### config.mk
export PLATFORM = sky130hd
export DESIGN_NAME = sync_byte_aligner
export DESIGN_NICKNAME = d
export VERILOG_FILES = /design/src/rtl/sba_pkg.sv /design/src/rtl/sba_datapath.sv /design/src/rtl/sba_control.sv /design/src/rtl/sync_byte_aligner.sv
export SDC_FILE = /design/constraint.sdc
export NUM_CORES = 1
export LEC_CHECK = 0
export ABC_AREA = 1
export BUFFER_PORTS_ARGS = -buffer_cell sky130_fd_sc_hd__clkbuf_2
export CORE_MARGIN = 4
export CORE_UTILIZATION = 49
export CTS_CLUSTER_DIAMETER = 60
export DETAILED_ROUTE_END_ITERATION = 8
export PLACE_DENSITY = 0.75
export SLEW_MARGIN = 20
export SYNTH_ARGS = -nofsm -noshare
export SYNTH_HDL_FRONTEND = slang
export SYNTH_SLANG_ARGS = --single-unit
### constraint.sdc
create_clock -name clk -period 1.8 [get_ports clk]
set_input_delay 0.09 -clock clk [delete_from_list [all_inputs] [get_ports clk]]
set_output_delay 0.09 -clock clk [all_outputs]
set_load 0.05 [all_outputs]
### src/rtl/sba_pkg.sv
package sba_pkg;
  // Strobes from the control FSM to the datapath, one set per clock
  typedef struct packed {
    logic clearAll;   // burst over: restore window, drop partial byte
    logic huntShift;  // shift the bit into the leader search window
    logic payShift;   // shift the bit into the payload byte accumulator
  } sbaStrobe_t;
endpackage

### src/rtl/sba_datapath.sv
module sba_datapath
  import sba_pkg::*;
#(
  parameter int SYNC_W = 8,
  parameter logic [SYNC_W-1:0] SYNC_PATTERN = 8'b0001_1101,
  parameter int BYTE_W = 8
) (
  input  logic              clk,
  input  logic              rstN,
  input  logic              serBit,
  input  sbaStrobe_t        strobe,
  output logic              matchHit,
  output logic [BYTE_W-1:0] byteOut,
  output logic              byteValid
);
  localparam int CNT_W = (BYTE_W > 1) ? $clog2(BYTE_W) : 1;
  localparam logic [CNT_W-1:0] LAST_BIT = CNT_W'(BYTE_W - 1);

  logic [SYNC_W-1:0] huntReg;
  logic [SYNC_W-1:0] huntNext;
  logic [BYTE_W-1:0] accReg;
  logic [BYTE_W-1:0] accNext;
  logic [CNT_W-1:0]  bitCnt;
  logic              byteLast;

  // Earliest bit sits at the top of the window, so it lines up with the pattern MSB
  assign huntNext = {huntReg[SYNC_W-2:0], serBit};
  assign matchHit = strobe.huntShift && (huntNext == SYNC_PATTERN);

  // Payload arrives low bit first: new bits enter at the top and move down
  assign accNext  = {serBit, accReg[BYTE_W-1:1]};
  assign byteLast = (bitCnt == LAST_BIT);

  // Search window: all ones at burst start so no zeros are assumed
  always_ff @(posedge clk) begin
    if (!rstN || strobe.clearAll) begin
      huntReg <= '1;
    end else if (strobe.huntShift) begin
      huntReg <= huntNext;
    end
  end

  // Byte accumulator and bit position within the current byte
  always_ff @(posedge clk) begin
    if (!rstN || strobe.clearAll || strobe.huntShift) begin
      accReg <= '0;
      bitCnt <= '0;
    end else if (strobe.payShift) begin
      accReg <= accNext;
      bitCnt <= byteLast ? '0 : bitCnt + 1'b1;
    end
  end

  // Output register and strobe
  always_ff @(posedge clk) begin
    if (!rstN) begin
      byteOut   <= '0;
      byteValid <= 1'b0;
    end else begin
      byteValid <= strobe.payShift && byteLast;
      if (strobe.payShift && byteLast) begin
        byteOut <= accNext;
      end
    end
  end

  AST_NO_VALID_WHILE_HUNTING: assert property (@(posedge clk) disable iff (!rstN)
    strobe.huntShift |=> !byteValid);

  AST_VALID_SPACING: assert property (@(posedge clk) disable iff (!rstN)
    byteValid |=> !byteValid);

  AST_CLEAR_NO_VALID: assert property (@(posedge clk) disable iff (!rstN)
    strobe.clearAll |=> !byteValid);
endmodule

### src/rtl/sba_control.sv
module sba_control
  import sba_pkg::*;
#(
  parameter int ERR_LIMIT = 32
) (
  input  logic       clk,
  input  logic       rstN,
  input  logic       serEn,
  input  logic       serBit,
  input  logic       matchHit,
  output sbaStrobe_t strobe,
  output logic       syncFound,
  output logic       syncErr
);
  localparam int CNT_W = $clog2(ERR_LIMIT + 1);
  localparam logic [CNT_W-1:0] LAST_COUNT = CNT_W'(ERR_LIMIT - 1);

  typedef enum logic { ST_HUNT, ST_LOCK } state_t;

  state_t           state;
  logic             seenOne;
  logic [CNT_W-1:0] errCnt;
  logic             countBit;

  always_comb begin
    strobe.clearAll  = !serEn;
    strobe.huntShift = serEn && (state == ST_HUNT);
    strobe.payShift  = serEn && (state == ST_LOCK);
  end

  // A bit counts toward the timeout once the zero run has ended
  assign countBit = strobe.huntShift && !matchHit && !syncErr && (seenOne || serBit);

  always_ff @(posedge clk) begin
    if (!rstN || !serEn) begin
      state   <= ST_HUNT;
      seenOne <= 1'b0;
      errCnt  <= '0;
      syncErr <= 1'b0;
    end else if (state == ST_HUNT) begin
      if (matchHit) begin
        state <= ST_LOCK;
      end else if (countBit) begin
        seenOne <= 1'b1;
        errCnt  <= errCnt + 1'b1;
        if (errCnt == LAST_COUNT) begin
          syncErr <= 1'b1;
        end
      end
    end
  end

  assign syncFound = (state == ST_LOCK);

  AST_LOCK_FROM_MATCH: assert property (@(posedge clk) disable iff (!rstN)
    $rose(syncFound) |-> $past(matchHit));

  AST_LOCK_HOLDS: assert property (@(posedge clk) disable iff (!rstN)
    (syncFound && serEn) |=> syncFound);

  AST_DROP_CLEARS: assert property (@(posedge clk) disable iff (!rstN)
    !serEn |=> (!syncFound && !syncErr));

  AST_ERR_STICKY: assert property (@(posedge clk) disable iff (!rstN)
    (syncErr && serEn) |=> syncErr);
endmodule

### src/rtl/sync_byte_aligner.sv
module sync_byte_aligner
  import sba_pkg::*;
#(
  parameter int SYNC_W = 8,
  parameter logic [SYNC_W-1:0] SYNC_PATTERN = 8'b0001_1101,
  parameter int BYTE_W = 8,
  parameter int ERR_LIMIT = 32
) (
  input  logic              clk,
  input  logic              rstN,
  input  logic              serEn,
  input  logic              serBit,
  output logic [BYTE_W-1:0] byteOut,
  output logic              byteValid,
  output logic              syncFound,
  output logic              syncErr
);
  sbaStrobe_t strobe;
  logic       matchHit;

  sba_control #(
    .ERR_LIMIT (ERR_LIMIT)
  ) u_ctl (
    .clk       (clk),
    .rstN      (rstN),
    .serEn     (serEn),
    .serBit    (serBit),
    .matchHit  (matchHit),
    .strobe    (strobe),
    .syncFound (syncFound),
    .syncErr   (syncErr)
  );

  sba_datapath #(
    .SYNC_W       (SYNC_W),
    .SYNC_PATTERN (SYNC_PATTERN),
    .BYTE_W       (BYTE_W)
  ) u_dp (
    .clk       (clk),
    .rstN      (rstN),
    .serBit    (serBit),
    .strobe    (strobe),
    .matchHit  (matchHit),
    .byteOut   (byteOut),
    .byteValid (byteValid)
  );

  AST_VALID_NEEDS_LOCK: assert property (@(posedge clk) disable iff (!rstN)
    byteValid |-> syncFound);
endmodule

# ---- Word-level counts from Yosys, hierarchy flattened
# Index checks and enable logic that the tools add are counted.
dict set report word_totals {
  reg_bits 36
  latch_bits 0
  mem_bits_rw 0
  mem_bits_ro 0
  inputBits 4
  output_inout_bits 11
  word_cells 35
  memories 0
}
dict set report op_classes {
  addsub 2
  mul 0
  n_div 0
  magnitude_cmp 0
  n_eq_ne 3
  n_shift 0
  n_mux 3
  n_bitwise 2
  reduce_logical 16
}
# operator n
set ops {}
lappend ops {{8-bit by 5-bit == test with 1-bit output (second input constant)} 1}
lappend ops {{1-bit logical AND} 7}
lappend ops {{6-bit by 1-bit adder with 6-bit output (second input constant)} 1}
lappend ops {{6-bit by 5-bit == test with 1-bit output (second input constant)} 1}
lappend ops {{1-bit logical NOT} 4}
lappend ops {{4-bit AND reduction} 1}
lappend ops {{3-bit by 1-bit adder with 3-bit output (second input constant)} 1}
lappend ops {{3-bit == test (second input constant)} 1}
lappend ops {{1-bit logical OR} 3}
lappend ops {{3-bit two-way mux} 1}
lappend ops {{3-bit AND reduction} 1}
lappend ops {{1-bit two-way mux} 2}
lappend ops {{1-bit NOT} 2}

# ---- Depth between registers and ports, before layout
# Gate-level depths: netlist (run 1).
dict set report depth {
  ltp_word 8
  ltp_mapped 8
  ltp_nobuf 8
}

# ---- Cells and area by module
# A second synthesis (run 1) with hierarchy kept.
dict set report unflattened {
  hier_cells 187
  area_unflattened_um2 1503.9
}
# mod instances cells_per_inst area_each_um2 seq_area_each_um2
set by_module_without_submodules {}
lappend by_module_without_submodules {sba_datapath 1 118 1027.2 520.5}
lappend by_module_without_submodules {sba_control 1 69 476.7 180.2}

# ---- Worst setup path before layout (run 1)
# No wires, ideal clock.
dict set report synth_path {
  path_kind {reg-to-reg}
  start {register u_ctl.state, in the netlist u_ctl.syncFound}
  end {register u_dp.byteOut[1]}
  setup_time_ns 0.123
  arrival_ns 1.290
  required_time_ns 1.677
  path_slack_ns 0.387
  path_stages_with_launch 6
  n_path_buf 0
  period_less_slack_ns 1.413
  path_cell_list {dfxtp_1 > nand2_1 > nor2_2 > inv_1 > nand3_1 > o21ai_0}
}
dict set report synth_between {
  elab_chain_cells 2
}
# element line_no
set synth_rtl {}
lappend synth_rtl {{from (decl)} sba_control.sv:20} ;# state_t state;
lappend synth_rtl {{from (signal assigned)} sba_control.sv:36} ;# state <= ST_HUNT;
lappend synth_rtl {{from (signal assigned)} sba_control.sv:42} ;# state <= ST_LOCK;
lappend synth_rtl {{1-bit logical AND} sba_control.sv:28} ;# strobe.payShift = serEn && (state == ST_LOCK);
lappend synth_rtl {{1-bit logical AND} sba_datapath.sv:61} ;# if (strobe.payShift && byteLast) begin
lappend synth_rtl {{to (signal assigned)} sba_datapath.sv:62} ;# byteOut <= accNext;
lappend synth_rtl {{to (decl)} sba_datapath.sv:13} ;# output logic [BYTE_W-1:0] byteOut,
# Every way passes these cells.
# A chain may end at the register's enable or synchronous reset.

# ---- Worst setup path in the final report (run 1)
dict set report layout_path {
  start {register u_dp.bitCnt[0]}
  end {register u_dp.byteOut[2]}
}
dict set report layout_between {
  elab_chain_cells 2
}
# element line_no
set layout_rtl {}
lappend layout_rtl {{from (decl)} sba_datapath.sv:23} ;# logic [CNT_W-1:0] bitCnt;
lappend layout_rtl {{from (signal assigned)} sba_datapath.sv:50} ;# bitCnt <= byteLast ? '0 : bitCnt + 1'b1;
lappend layout_rtl {{3-bit == test} sba_datapath.sv:32} ;# assign byteLast = (bitCnt == LAST_BIT);
lappend layout_rtl {{1-bit logical AND} sba_datapath.sv:61}
# Every way passes these cells.

==> key figures, run 1 <==
Run status
  – Outcome: finished clean

Critical path
  – Worst-path fanout max: 8
  – Critical R2R Capture: u_dp.byteOut[2]$_SDFFE_PN0P_
  – Data required time of the critical path: roughly 2.0 ns
  – Register-to-register setup slack: roughly 0.38 ns
  – Startpoint Class: flop
  – Crit path arrival time: approximately 1.7 ns
  – Reg2reg path depth: 6
  – CP Class: flop to flop
  – Endpoint type of the worst setup path: flop
  – RR Startpoint: u_dp.bitCnt[0]$_SDFFE_PP0P_

Clock network
  – CTS clk-pin slew, worst paths: 0.10 ns
  – CTS Hold Buffers Added: 0
  – TritonCTS clock tree: yes
  – Sink Count: 35
  – Post-CTS Setup Repair Bufs: 0
  – Htree depth: 2
  – Number of gates resized after cts: 0
  – Clock Path Buffers: 2
  – Cts bufs inserted: 5
  – Clk root buf: clkbuf_4
  – Worst skew pair latency: 0.33 ns

Place
  – DP Wirelength: approximately 1900 µm
  – Routability Congestion: between 0.8 and 0.9
  – PortBufs: 14

Power
  – Total power: around 1.4 mW
  – P_leak: 0.662 nW
  – Pwr dens: between 800 and 900 mW/mm²
  – Worst vdd ir: between 0.6 and 0.7 mV

Drt
  – Iter 0 DRT Violations: between 60 and 70
  – First drt pass iteration count: 4
  – DRC: 0
  – Total Wirelength: 2510 µm
  – DR vias: 1,124
  – DR vias/cell: about 5.1
  – Wire length per cell: 11.3 µm
  – DRT antenna net count: 0

Layout
  – Ant diodes: 0
  – Core Util, Final: between 50% and 60%
  – Layout cells sized above 1: 15.6%
  – Layout net count: roughly 200
  – Area delta synth->final: 11.9%

Timing
  – Unrepaired setup endpoints after global routing: no
  – Fmax: between 700 and 800 MHz
  – Final Cycle Share: 78.8%
  – # setup viols final: 0
  – Worst slew pin tran: 0.309 ns
  – Final hold slack: ~0.043 ns
  – Final hold vios: 0
  – Final TNS setup: 0 ns
  – Fin crit period: between 1 and 1.5 ns
  – Rel. slew slack: 79.4%
  – Slew Viols, Final: 0
  – Final worst clock skew: between 0.006 and 0.007 ns

Global route
  – First-pass GRT wire length: between 4000 and 5000 µm
  – Pin count of the biggest net entering global routing: 15
  – GRT Util Overall: around 17%
  – GRT overflow: 0
  – Antenna violations before repair: 0
  – Vias in the first global route: 1,035

Synthesis
  – Post-synth ARST share: 0%
  – Syn Area/Cell: 7.81 µm²
  – Post-synth top area cell: dfxtp_1
  – Most used DFF post-synth: dfxtp_1
  – Synth unique cells: 21
  – Top cells by area, synth: dfxtp_1 (52%), nand2_1 (9.7%), nor2_1 (6.9%)
  – Number of synthesized flops with an enable pin: 0
  – Yosys reg bits: 35
  – Post-synthesis instance area: 0.00136 mm²
  – Post-synthesis sequential area ratio: between 50 and 60%
  – Post-synth top area share: 51.6%
  – Syn nets: between 150 and 200
  – Ys Warns: 0
  – Post-synthesis cell count: ~170

Floorplan
  – Die Ht: ~61 µm
  – Die W: a little over 60 µm
  – Num ports: 15
  – # rows: 18
  – Initial Util: a little over half
  – Core Box Area: 0.00257 mm²
  – Die footprint: approximately 0.0037 mm²

Flow run
  – Max capacitance violation total: 0

Worst hold path
  – WHS Endpoint: u_dp.accReg[7]$_SDFFE_PP0P_
  – Hold Crit Depth: 3
  – Hold Crit Start: serBit
  – Min-Delay Path Class: input pin to flop
flip-flops by register name, summed over array words and instances (netlist names):
register	flops
u_ctl.syncErr	1
u_dp.accReg	7
u_ctl.syncFound	1
u_dp.bitCnt	3
u_dp.huntReg	7
u_ctl.errCnt	6
u_ctl.seenOne	1
u_dp.byteValid	1
u_dp.byteOut	8
logic make-up after synthesis:
| group | share of synthesized area (%) |
|---|---|
| compound gates | 9.02 |
| xor+xnor | 0.645 |
| fa+ha+maj | 2.76 |
| buf+inv | 7.64 |
| flops | 51.6 |
| simple gates | 28.4 |
metal layers:
metal	vias to the layer above	track usage (%)	part of all wire [%]	routed length [µm]
met1	502	19.4	43	1090
met4	0	9.29	2.6	65
li1	592	-	-	-
met3	7	5.53	5.1	128
met5	-	0	0	0
met2	23	27.3	49	1240
how the worst max path moves through the flow:
stage,startpoint,endpoint,slack (ns),cells after the start
5_1_grt,u_dp.bitCnt[0]$_SDFFE_PP0P_,u_dp.byteOut[2]$_SDFFE_PN0P_,0.20,6
6_report,u_dp.bitCnt[0]$_SDFFE_PP0P_,u_dp.byteOut[2]$_SDFFE_PN0P_,0.38,6
2_1_floorplan,u_ctl.syncFound$_SDFF_PP0_,u_dp.byteOut[1]$_SDFFE_PN0P_,0.39,5
3_3_place_gp,u_ctl.syncFound$_SDFF_PP0_,u_ctl.errCnt[1]$_SDFFE_PP0P_,0.49,6
3_5_place_dp,u_dp.bitCnt[0]$_SDFFE_PP0P_,u_dp.byteOut[2]$_SDFFE_PN0P_,0.38,6
4_1_cts,u_dp.bitCnt[0]$_SDFFE_PP0P_,u_dp.byteOut[2]$_SDFFE_PN0P_,0.35,6
layout make-up:
| cell class | instances | area [µm²] |
|---|---|---|
| fillers | 258 | 1050 |
| flip-flops and latches | 35 | 701 |
| multi-input cells | 113 | 554 |
| inverters | 23 | 86.3 |
| repair buffers | 14 | 70.1 |
| clock buffers | 6 | 41.3 |
| well taps | 30 | 37.5 |
| clock inverters | 1 | 30.0 |
power breakdown:
part	total, mW	leakage (nW)	switching, mW	internal [mW]
Sequential	0.790	0.283	0.00760	0.782
Combinational	0.0539	0.341	0.0374	0.0165
Clock	0.519	0.0383	0.233	0.286
Total	1.36	0.662	0.278	1.09
synth_stat cells, types with 2 or more instances:
cell type and instances:
a21oi_1 7, buf_2 2, dfxtp_1 35, ha_1 3, inv_1 21, inv_2 2
nand2_1 35, nand2_2 3, nand3_1 13, nand4_1 3, nor2_1 25, nor2_2 3
nor3_1 2, o211ai_1 5, o21ai_0 9
cells in the final DEF (no fill, tap or decap):
master / n
a21oi_1: 7
bufinv_16: 1
clkbuf_1: 1
clkbuf_2: 14
clkbuf_4: 5
dfxtp_1: 35
ha_1: 3
inv_1: 21
inv_2: 2
nand2_1: 35
nand2_2: 3
nand3_1: 13
nand3b_1: 1
nand4_1: 3
nor2_1: 25
nor2_2: 3
nor2_4: 1
nor3_1: 2
nor3_2: 1
o211ai_1: 5
o21ai_0: 9
o21ai_1: 1
xor2_1: 1
through the flow:
stage / setup slack [ns] / std cells / instance area, µm²
floorplan: 0.387 / 174 / 1360
global placement: 0.493 / 215 / 1450
detailed placement: 0.380 / 215 / 1450
CTS: 0.354 / 222 / 1520
global route: 0.204 / 222 / 1520
finish: 0.381 / 222 / 1520
critical path: stages (launching register included):
cell	delay (ns)
dfxtp_1	0.35
ha_1	0.16
ha_1	0.21
inv_1	0.07
nor2_2	0.13
nand2_1	0.16
o21ai_0	0.25
No activity file was read; power rests on OpenSTA's default activity.
==> inputs of run 2 (changes only) <==
Settings changed: ABC_AREA 1 to 0, PLACE_DENSITY 0.75 to 0.77.
Clock period 1.8 ns to 1.2 ns, I/O delays scaled along.
==> run 2 against run 1 <==
Critical path depth is 2 lower. Critical path type unchanged. Cell area up 15%. Global-route usage rose by 1.3 points. Clock power is 60% higher. Largest cell class unchanged. Sequential share of layout area down 5.1 points. Worst setup slack worse by 0.54 ns. The flow now finishes with violations (setup timing).
==> key figures, run 2 <==
Run status
  – Outcome: finished, violations left
  – Failing checks: setup timing

Layout
  – Ant diodes: 0
  – Final Instance Count excl. Fillers: 202
  – Max reg flops: 8
  – Core Util, Final: between 60% and 70%
  – Largest reg by FF count: u_dp.byteOut
  – Layout net count: about 180
  – Most frequent cells in the layout: dfxtp_1 (27), nand2_1 (26), buf_4 (19), clkbuf_2 (13), and3_1 (9)
  – Layout cells sized above 1: 36.6%
  – Top Registers: u_dp.byteOut: 8 flops, u_dp.accReg: 7 flops, u_dp.huntReg: 7 flops
  – Final Cell Area: ~0.0017 mm²
  – Area delta synth->final: 30.4%
  – Commonest non-fill, non-tap cell in the layout: dfxtp_1

Flow run
  – Max capacitance violation total: 0

Synthesis
  – Top cells by count, synth: dfxtp_1 (35), nand2_1 (28), and3_1 (10)
  – Synth unique cells: 29
  – Yosys reg bits: 35
  – Most used DFF post-synth: dfxtp_1
  – Syn nets: between 100 and 150
  – Post-synth top area share: a little over half
  – Post-synthesis sequential area ratio: 52.4%
  – Post-synthesis cell count: 136
  – Syn Area/Cell: 9.83 µm²
  – Number of synthesized flops with an enable pin: 0
  – Post-synth top area cell: dfxtp_1
  – Post-synthesis instance area: roughly 0.0013 mm²
  – Count leader, synth: dfxtp_1
  – Post-synth ARST share: 0%
  – Ys Warns: 0
  – Top cells by area, synth: dfxtp_1 (52%), nand2_1 (7.9%), mux2i_1 (5.2%)

Drt
  – Wire length per cell: roughly 14 µm
  – DR vias: between 1,000 and 1,500
  – Total Wirelength: between 2000 and 3000 µm
  – DR vias/cell: between 5 and 6
  – Iter 0 DRT Violations: 28
  – DRT antenna net count: 0
  – First drt pass iteration count: 4
  – DRC: 0

Timing
  – # setup viols final: 9
  – Final TNS setup: -0.944 ns
  – Fmax: roughly 740 MHz
  – Worst slew pin tran: between 0.5 and 0.6 ns
  – Slew Viols, Final: 0
  – Final Cycle Share: 113%
  – Rel. slew slack: between 60% and 70%
  – Fin crit period: between 1 and 1.5 ns
  – Final worst clock skew: 0.00720 ns
  – Final hold vios: 0
  – Worst setup margin: -0.157 ns
  – Unrepaired setup endpoints after global routing: yes

Global route
  – First-pass GRT wire length: between 4000 and 5000 µm
  – Antenna violations before repair: 0
  – GRT overflow: 0
  – GRT Util Overall: 18.1%
  – Vias in the first global route: 1,083
  – Pin count of the biggest net entering global routing: 12

Critical path
  – Data required time of the critical path: 1.48 ns
  – Crit path arrival time: 1.64 ns
  – Setup crit start: u_dp.huntReg[5]$_SDFFE_PP1P_
  – Register-to-register setup slack: -0.16 ns
  – RR Startpoint: u_dp.huntReg[5]$_SDFFE_PP1P_
  – Worst Setup EP: u_ctl.errCnt[3]$_SDFFE_PP0P_
  – Endpoint type of the worst setup path: flop
  – Worst-path fanout max: 9
  – Reg2reg path depth: 4
  – Startpoint Class: flop
  – CP Class: flop to flop
  – Critical R2R Capture: u_ctl.errCnt[3]$_SDFFE_PP0P_

Clock network
  – Sink Count: 35
  – TritonCTS clock tree: yes
  – Clock Path Buffers: 2
  – Cts bufs inserted: 5
  – Worst skew pair latency: 0.34 ns
  – Clk root buf: clkbuf_4
  – CTS clk-pin slew, worst paths: 0.10 ns
  – Htree depth: 2

Place
  – Setup WS pre-CTS: -0.146 ns
  – Placed Cells: 188
  – Routability Congestion: just over 0.8
  – PortBufs: 14
  – DP Wirelength: ~1900 µm
  – Placed cell areas: ~0.0016 mm²

Power
  – P_leak: 0.725 nW
  – Worst vdd ir: about 1.2 mV
  – Pwr dens: approximately 1200 mW/mm²

Floorplan
  – # rows: 18
  – Die W: roughly 60 µm
  – Num ports: 15
  – Initial Util: between 50% and 60%
  – Die footprint: between 0.003 and 0.004 mm²
  – Core Box Area: 0.00254 mm²
  – Die Ht: between 60 and 70 µm

Worst hold path
  – Min-Delay Path Class: input pin to flop
-- run 2: cell count changes after synthesis, sizes merged, moves of 9 or more --
cell and delta:
and3 +10, inv -22, nand2 -10, nand3 -9, nor2 -23
-- run 2: worst max-delay path, stage by stage, from the launching register on --
cell and delay (ns):
dfxtp_2 0.35, nor4b_4 0.35, a41oi_4 0.24, a31oi_1 0.24
a41o_1 0.13
-- run 2: where the power goes --
group / switching [mW] / total [mW] / internal [mW]
Sequential: 0.00484 / 1.17 / 1.16
Combinational: 0.0469 / 0.0855 / 0.0386
Clock: 0.388 / 0.830 / 0.442
Total: 0.440 / 2.08 / 1.64
-- run 2: final cells by class --
class                   instances  area, µm²
flip-flops and latches         35        716
repair buffers                 33        213
clock buffers                   7       45.0
multi-input cells              95        699
clock inverters                 1       30.0
well taps                      30       37.5
fillers                       217        801
inverters                       1       3.75
-- run 2: worst min-delay path by stage --
stage | end | startpoint | slack, ns | depth (start not counted)
after floorplan | u_dp.huntReg[0]$_SDFFE_PP1P_ | serBit | 0.18 | 2
after global placement | u_dp.bitCnt[0]$_SDFFE_PP0P_ | u_dp.bitCnt[0]$_SDFFE_PP0P_ | 0.41 | 1
after detailed placement | u_dp.bitCnt[0]$_SDFFE_PP0P_ | u_dp.bitCnt[0]$_SDFFE_PP0P_ | 0.43 | 1
after CTS | u_dp.huntReg[0]$_SDFFE_PP1P_ | serBit | 0.08 | 4
after global routing | u_dp.byteValid$_SDFF_PN0_ | rstN | 0.07 | 3
final | u_dp.huntReg[0]$_SDFFE_PP1P_ | serBit | 0.08 | 4
-- run 2: repair_timing --
action | in CTS | in global routing
buffers inserted | 3 | 2
resized for setup | 8 | 20
pin swaps | 6 | 8
hold buffers | 0 | 0
cloned | 1 | 0
endpoints found under the setup margin | 17 | 17
-- run 2: metrics by stage --
stage	total power, mW	hold slack [ns]
2_1_floorplan	1.23	0.185
3_3_place_gp	1.26	0.412
3_5_place_dp	1.27	0.425
4_1_cts	2.09	0.0816
5_1_grt	2.18	0.0727
6_report	2.08	0.0849
-- run 2: routing by layer --
metal	track usage (%)	wire, µm
met4	8.86	40
met3	7.34	146
met5	0	0
met1	18.8	1180
met2	31.2	1500
-- run 2: kinds of logic after synthesis --
group           after synthesis  synth area share [%]
compound gates               26                  14.8
fa+ha+maj                     3                  2.81
buf+inv                       7                  2.34
flops                        35                  52.4
mux                           7                  5.24
simple gates                 58                  22.5
